$ cat config.mk
export PLATFORM = sky130hd
export DESIGN_NAME = interlock_unit
export DESIGN_NICKNAME = d
export VERILOG_FILES = /design/src/rtl/interlock_unit.sv
export SDC_FILE = /design/constraint.sdc
export NUM_CORES = 1
export LEC_CHECK = 0
export BUFFER_PORTS_ARGS = -buffer_cell sky130_fd_sc_hd__buf_4
export CELL_PAD_IN_SITES_DETAIL_PLACEMENT = 0
export CELL_PAD_IN_SITES_GLOBAL_PLACEMENT = 2
export CORE_UTILIZATION = 39
export CTS_CLUSTER_DIAMETER = 200
export CTS_CLUSTER_SIZE = 28
export DETAILED_ROUTE_END_ITERATION = 8
export PLACE_DENSITY = 0.8
export SLEW_MARGIN = 10
export SYNTH_ARGS = -nofsm -noshare
export SYNTH_HDL_FRONTEND = slang
export SYNTH_SLANG_ARGS = --single-unit
$ cat constraint.sdc
create_clock -name clk -period 7.5 [get_ports clk]
set_input_delay 0.375 -clock clk [delete_from_list [all_inputs] [get_ports clk]]
set_output_delay 0.375 -clock clk [all_outputs]
set_load 0.01 [all_outputs]
$ cat src/rtl/interlock_unit.sv
module interlock_unit #(
  parameter int TAG_W  = 8,
  parameter int RIDX_W = 4
) (
  input  logic              clk,
  input  logic              rst_n,
  input  logic              fwd_ld_st,
  input  logic              pred_bt,
  input  logic              in_valid,
  output logic              in_ready,
  input  logic [TAG_W-1:0]  in_tag,
  input  logic [RIDX_W-1:0] in_dst,
  input  logic [RIDX_W-1:0] in_src1,
  input  logic [RIDX_W-1:0] in_src2,
  input  logic              in_load,
  input  logic              in_store,
  input  logic              in_branch,
  input  logic              in_back,
  input  logic              in_taken,
  output logic              pred_taken,
  output logic              fd_hold,
  output logic              ex_bubble,
  output logic              squash,
  output logic              mem_rd,
  output logic              mem_wr,
  output logic              mem_fwd,
  output logic              wb_en,
  output logic [RIDX_W-1:0] wb_dst,
  output logic              retire_valid,
  output logic [TAG_W-1:0]  retire_tag
);
  localparam logic [RIDX_W-1:0] NOREG = '1;

  logic              d_v, d_ld, d_st, d_br, d_pred, d_tk;
  logic [TAG_W-1:0]  d_tag;
  logic [RIDX_W-1:0] d_dst, d_src1, d_src2;

  logic              e_v, e_ld, e_st, e_br, e_pred, e_tk, e_byp;
  logic [TAG_W-1:0]  e_tag;
  logic [RIDX_W-1:0] e_dst;

  logic              m_v, m_ld, m_st, m_byp;
  logic [TAG_W-1:0]  m_tag;
  logic [RIDX_W-1:0] m_dst;

  logic              w_v;
  logic [TAG_W-1:0]  w_tag;
  logic [RIDX_W-1:0] w_dst;

  function automatic logic hit(input logic v, input logic [RIDX_W-1:0] dst,
                               input logic [RIDX_W-1:0] src);
    return v && (src != NOREG) && (dst == src);
  endfunction

  logic hz1, hz2_e, hz2_mw, byp_ok, hz2, mispred;

  assign hz1    = hit(e_v, e_dst, d_src1) | hit(m_v, m_dst, d_src1) | hit(w_v, w_dst, d_src1);
  assign hz2_e  = hit(e_v, e_dst, d_src2);
  assign hz2_mw = hit(m_v, m_dst, d_src2) | hit(w_v, w_dst, d_src2);
  assign byp_ok = fwd_ld_st & d_st & e_ld & hz2_e;
  assign hz2    = byp_ok ? 1'b0 : (hz2_e | hz2_mw);

  assign mispred    = e_v & e_br & (e_tk != e_pred);
  assign squash     = mispred;
  assign fd_hold    = d_v & (hz1 | hz2) & ~mispred;
  assign ex_bubble  = fd_hold | mispred;
  assign in_ready   = ~fd_hold;
  assign pred_taken = in_branch & pred_bt & in_back;

  always_ff @(posedge clk) begin
    if (!rst_n) begin
      d_v <= 1'b0;
      e_v <= 1'b0;
      m_v <= 1'b0;
      w_v <= 1'b0;
    end else begin
      if (mispred)       d_v <= 1'b0;
      else if (!fd_hold) d_v <= in_valid;
      e_v <= d_v & ~fd_hold & ~mispred;
      m_v <= e_v;
      w_v <= m_v;
    end
  end

  always_ff @(posedge clk) begin
    if (!fd_hold) begin
      d_tag  <= in_tag;
      d_dst  <= in_dst;
      d_src1 <= in_src1;
      d_src2 <= in_src2;
      d_ld   <= in_load;
      d_st   <= in_store;
      d_br   <= in_branch;
      d_pred <= pred_taken;
      d_tk   <= in_taken;
    end
    e_tag  <= d_tag;
    e_dst  <= d_dst;
    e_ld   <= d_ld;
    e_st   <= d_st;
    e_br   <= d_br;
    e_pred <= d_pred;
    e_tk   <= d_tk;
    e_byp  <= byp_ok;
    m_tag  <= e_tag;
    m_dst  <= e_dst;
    m_ld   <= e_ld;
    m_st   <= e_st;
    m_byp  <= e_byp;
    w_tag  <= m_tag;
    w_dst  <= m_dst;
  end

  assign mem_rd       = m_v & m_ld;
  assign mem_wr       = m_v & m_st;
  assign mem_fwd      = m_v & m_byp;
  assign wb_en        = w_v & (w_dst != NOREG);
  assign wb_dst       = w_dst;
  assign retire_valid = w_v;
  assign retire_tag   = w_tag;
endmodule

==> results of run 1 <==
## kinds of logic after synthesis
| kind of cell | after synthesis | share of synthesized area [%] |
|---|---|---|
| DFF | 74 | 75.50 |
| buffers and inverters | 4 | 1.309 |
| xor gates and xnor gates | 22 | 9.056 |
| and+or+nand+nor | 31 | 8.565 |
| AOI/OAI and AO/OA | 14 | 5.565 |
## metal layers
metal / global-route usage [%] / share of wire [%] / wire (um) / vias up
met4: 8.148 / 2.4 / 96 / 0
met3: 5.814 / 3.9 / 153 / 10
li1: - / - / - / 640
met2: 25.22 / 53 / 2092 / 33
met1: 15.17 / 41 / 1609 / 613
met5: 0 / 0 / 0 / -
## sequential cells by signal, summed over array words and instances (netlist names), 8 cells and up
register and cells:
e_tag 8, retire_tag 8, d_tag 8, m_tag 8
## power by group through the flow
stage          Combinational [uW]  Sequential [uW]  Clock (uW)
4_1_cts                      40.1              450         290
2_1_floorplan                18.8              456           0
3_5_place_dp                 39.9              459           0
3_3_place_gp                 39.2              458           0
5_1_grt                      42.9              452         309
6_report                     39.5              450         281
## worst max-delay path, stage by stage, from the launching register on
cell and delay, ps:
edfxtp_1 500, xnor2_1 280, nand4_2 170, nor3_4 230
a31oi_2 90, o211ai_1 610, buf_4 390, buf_4 170
## synthesized netlist by cell type (2+ instances only)
| cell type | number | share of area [%] |
|---|---|---|
| dfxtp_1 | 49 | 43 |
| edfxtp_1 | 25 | 33 |
| xor2_1 | 13 | 5.0 |
| xnor2_1 | 7 | 2.7 |
| and2_1 | 6 | 1.6 |
| nand3_1 | 5 | 1.1 |
| nor2_1 | 4 | 0.65 |
| nand2_1 | 3 | 0.49 |
| and3_1 | 2 | 0.55 |
| buf_6 | 2 | 0.98 |
| inv_1 | 2 | 0.33 |
| nor3_1 | 2 | 0.44 |
| nor4_1 | 2 | 0.55 |
| xnor2_2 | 2 | 1.4 |
## how the worst min path moves through the flow
stage	end	slack (ps)
floorplan	m_byp	310
global placement	retire_tag[4]	310
detailed placement	m_tag[7]	310
CTS	d_tag[0]	200
global route	d_tag[6]	190
finish	d_tag[0]	220
## through the flow
stage          area (um2)  total power (uW)  hold WS [ps]  setup slack [ps]
2_1_floorplan        2293             474.7         309.6              4580
3_3_place_gp         2751             497.5         310.0              4780
3_5_place_dp         2751             499.2         312.1              4715
4_1_cts              2940             780.4         202.5              4319
5_1_grt              2940             804.0         193.1              4114
6_report             2940             770.8         219.0              4350
## layout make-up
type | count | share of cell area, %
clock buffers | 11 | 5.191
clock inverters | 5 | 1.234
inverters | 2 | 0.2553
multi-input cells | 67 | 18.09
flip-flops and latches | 74 | 58.89
well taps | 72 | 3.064
repair buffers | 52 | 13.28
==> results_dict.tcl, run 1 <==
set metrics [dict create \
    area.growth.synth_to_final_pct 28.21 \
    avgSynthCellArea_um2 15.82 \
    multi_input_area_um2 531.8 \
    postCtsSetupBuffers 0 \
    cts_max_level 3 \
    routed_via_density 4.580 \
    timing.rr.end "d_src1[1]" \
    hp-class "in2reg" \
    core_um2 5574 \
    die_h_um 78.69 \
    cts.reportedPaths.clkPinSlew_ps 80 \
    grt.total_usage_pct 14.68 \
    syn-instance-count 145 \
    maxSlewViolCount 0 \
    ys.flop_type "dfxtp_1" \
    clock-root-buffer "clkbuf_8" \
    fin_util_pct 52.75 \
    drive_gt1_share_pct 36.49 \
    dieArea_um2 6191 \
    cap_viol_max_count 0 \
    dieWidth_um 78.69 \
    place.port_buffers 51 \
    reg2reg_depth 6 \
    endpoint_kind "output port" \
    setup_viol 0 \
    detail-route-antenna-nets 0 \
    grt_max_degree 20 \
    cp_data_arrival_time_ps 2770 \
    dp_hpwl_um 2950 \
    final-hold-violation-count 0 \
    first_iter_violations 64 \
    path_max_fanout 19 \
    antenna_cells 0 \
    dr_total_vias 1296 \
    rows 27 \
    leakage_uw 0.001250 \
    finClkSkew_ps 5.590 \
    cts_resized 0 \
    ir_worst_vdd_mv 0.1336 \
    fill_cells 507 \
    r2r_start "d_src2[2]" \
    drc_errors 0 \
    synth_warnings 0 \
    fin_cells 283 \
    antenna_found_initial 0 \
    cts_sinks 74 \
    clkLatencyLatePin_ps 330 \
    rsz0062_at_grt "no" \
    synth_seq_cells 74 \
    fin_crit_sh_pct 42.00 \
    final_cell_mix "52 x buf_4, 49 x dfxtp_1, 25 x edfxtp_1" \
    synthesis.nets 175 \
    cp.required_ps 7120 \
    grt_pass1_vias 1401 \
    synth_edf_count 25 \
    rrSetupSlack_ps 4910 \
    grt_first_pass_wirelength_um 6589 \
    netlist_area_um2 2293 \
    clkPwrFrac_pct 36.5 \
    crit_start "d_src2[2]" \
    ios 52 \
    worst_slew_pin_slew_ps 717.0 \
    dr.pass1.iters 4 \
    clock.fmax_ghz 0.3175 \
    cts_buffers 9 \
    clk_path_buf_depth 2 \
    cp-start-kind "flop" \
    final.min_clock_period_ps 3150 \
    p_switching_uw 169.0 \
    p_int_uw 601.9 \
    post-place-cells 267 \
    initial_core_util_pct 41.14 \
    fin_setup_tns_ps 0 \
    regArea_um2 1732 \
    wl_um 3952 \
    postCtsHoldBufs 0 \
    cp-endpoint "in_ready" \
    netSwitchingFraction_pct 21.92 \
    gp_congestion 0.7943 \
    p_comb_share_pct 5.1 \
    grt_overflow 0 \
    powerDensity_nw_per_um2 262.2 \
    path_class "reg2out" \
    timing.hold.worst_path_depth 1 \
    hp-start "in_tag[0]" \
    wl_per_cell_um 13.96 \
    synth_cell_types 35 \
    max_slew_margin_pct 51.99 \
    fin_nets 236 \
    power_frac_seq_pct 58.4 \
    final_common_cell "buf_4" \
    seq_area_frac_synth_pct 75.50 \
    synthArstFlopShare_pct 0 \
    cts_tree "yes" \
    status "complete, no violations" \
]
Power figures use the tool's default switching activity.
==> inputs of run 2 (changes only) <==
--- a/config.mk
+++ b/config.mk
@@ -8,11 +8,11 @@
 export BUFFER_PORTS_ARGS = -buffer_cell sky130_fd_sc_hd__buf_4
 export CELL_PAD_IN_SITES_DETAIL_PLACEMENT = 0
 export CELL_PAD_IN_SITES_GLOBAL_PLACEMENT = 2
-export CORE_UTILIZATION = 39
+export CORE_UTILIZATION = 33
 export CTS_CLUSTER_DIAMETER = 200
 export CTS_CLUSTER_SIZE = 28
 export DETAILED_ROUTE_END_ITERATION = 8
-export PLACE_DENSITY = 0.8
+export PLACE_DENSITY = 0.72
 export SLEW_MARGIN = 10
 export SYNTH_ARGS = -nofsm -noshare
 export SYNTH_HDL_FRONTEND = slang
==> constraint.sdc (replaced) <==
create_clock -name clk -period 2.6 [get_ports clk]
set_input_delay 0.13 -clock clk [delete_from_list [all_inputs] [get_ports clk]]
set_output_delay 0.13 -clock clk [all_outputs]
set_load 0.01 [all_outputs]
==> run 2 against run 1 <==
Setup slack worse by 4200 ps. Combinational power rose to 3.7 times the previous value. Die area up 18%. Critical path depth unchanged. Sequential share of layout area down 5.4 points. Sequential power rose to 2.9 times the previous value. Cell count up 12%. Core utilization down 4.9 points. Power rose to 3.0 times the previous value. Critical path type unchanged. Largest cell class unchanged. Largest power group unchanged.
==> results_dict.tcl, run 2 (same netlist as run 1, synthesis figures left out) <==
set metrics [dict create \
    status "complete, no violations" \
    fin_crit_sh_pct 94.73 \
    cap_viol_max_count 0 \
    endpoint_kind "output port" \
    antenna_found_initial 0 \
    clkLatencyLatePin_ps 330 \
    cts_buffers 9 \
    wl_per_cell_um 13.49 \
    p_switching_uw 535.7 \
    place.port_buffers 51 \
    routed_via_density 4.316 \
    cts_tree "yes" \
    final_cell_mix "52 x buf_4, 49 x dfxtp_1, 25 x edfxtp_1" \
    max_slew_margin_pct 62.80 \
    leakage_uw 0.001367 \
    cp-start-kind "flop" \
    clock.fmax_ghz 0.4060 \
    fin_cells 316 \
    core_um2 6756 \
    antenna_cells 0 \
    powerDensity_nw_per_um2 725.4 \
    path_max_fanout 20 \
    grt.total_usage_pct 12.92 \
    cp.required_ps 2470 \
    cts_sinks 74 \
    dieWidth_um 85.37 \
    post-place-cells 276 \
    total_power_uw 2347 \
    final-hold-violation-count 0 \
    path_class "reg2out" \
    maxSlewViolCount 0 \
    detail-route-antenna-nets 0 \
    drive_gt1_share_pct 34.32 \
    ios 52 \
    final.min_clock_period_ps 2463 \
    grt_first_pass_wirelength_um 6789 \
    postCtsSetupBuffers 0 \
    gp_congestion 0.7764 \
    p_comb_share_pct 6.2 \
    dr_total_vias 1364 \
    rows 30 \
    hp-class "in2reg" \
    finClkSkew_ps 7.635 \
    die_h_um 85.37 \
    power_frac_seq_pct 55.3 \
    setup_viol 0 \
    fin_setup_tns_ps 0 \
    p_int_uw 1811 \
    grt_pass1_vias 1389 \
    area.growth.synth_to_final_pct 41.08 \
    grt_overflow 0 \
    first_iter_violations 83 \
    rsz0062_at_grt "no" \
    wl_um 4263 \
    cts_max_level 3 \
    dr.pass1.iters 4 \
    clk_path_buf_depth 2 \
    grt_max_degree 21 \
    dp_hpwl_um 3007 \
    dieArea_um2 7287 \
    initial_core_util_pct 33.94 \
    netSwitchingFraction_pct 22.83 \
    ir_worst_vdd_mv 0.3536 \
    worst_slew_pin_slew_ps 552.9 \
    clock-root-buffer "clkbuf_8" \
    cp_data_arrival_time_ps 2330 \
    final_common_cell "buf_4" \
    fin_nets 261 \
    clkPwrFrac_pct 38.5 \
    drc_errors 0 \
    cts.reportedPaths.clkPinSlew_ps 80 \
]
==> run 2: worst paths after layout <==
path,to,start,slack (ps),cells after the start
setup / recovery,in_ready,d_src2[1],140,7
setup reg to reg,d_src2[3],d_src2[1],490,6
hold / removal,retire_valid,rst_n,40,2
hold reg to reg,retire_tag[4],m_tag[4],330,0
==> run 2: metal layers <==
| layer | GRT usage (%) | vias to the layer above | wire length, um | part of all wire [%] |
|---|---|---|---|---|
| met1 | 14.16 | 643 | 1789 | 42 |
| met2 | 22.36 | 29 | 2301 | 54 |
| met5 | 0 | - | 0 | 0 |
| met4 | 6.818 | 0 | 36 | 0.84 |
| met3 | 4.183 | 2 | 135 | 3.2 |
| li1 | - | 690 | - | - |
==> run 2: repair_timing <==
action,CTS,global route
hold endpoints to repair,24,0
setup endpoints to repair,0,1
gates resized for setup,0,4
hold buffers,24,0
==> run 2: power by group through the flow <==
stage          combinational, uW  sequential (uW)  clock [uW]
2_1_floorplan               54.2             1320           0
3_3_place_gp                 115             1320           0
3_5_place_dp                 115             1330           0
4_1_cts                      145             1300         946
5_1_grt                      158             1310         994
6_report                     145             1300         904
==> run 2: area by class of cell <==
cell class / count / area, um2
Multi-Input combinational cell: 67 / 549.3
Inverter: 2 / 7.507
Clock buffer: 9 / 123.9
Timing Repair Buffer: 77 / 641.9
Clock inverter: 7 / 81.33
Fill cell: 608 / 3521
Tap cell: 80 / 100.1
Sequential cell: 74 / 1732
==> run 2: critical path: stages (launching register included) <==
cell and delay, ps:
edfxtp_1 540, xnor2_2 220, nand4_2 190, or2_4 310
a31oi_4 180, o211ai_1 160, buf_6 210, buf_4 160
==> run 2: through the flow <==
step | worst slack (ps) | hold slack [ps] | util [%] | instance area [um2]
after global placement | 425.8 | 308.1 | 40.98 | 2769
final | 137.1 | 38.85 | 47.89 | 3236
after detailed placement | 416.7 | 309.2 | 40.98 | 2769
after floorplan | -283.0 | 228.9 | - | 2293
after CTS | 22.07 | 9.429 | 47.57 | 3214
after global routing | 18.54 | 28.23 | 47.89 | 3236
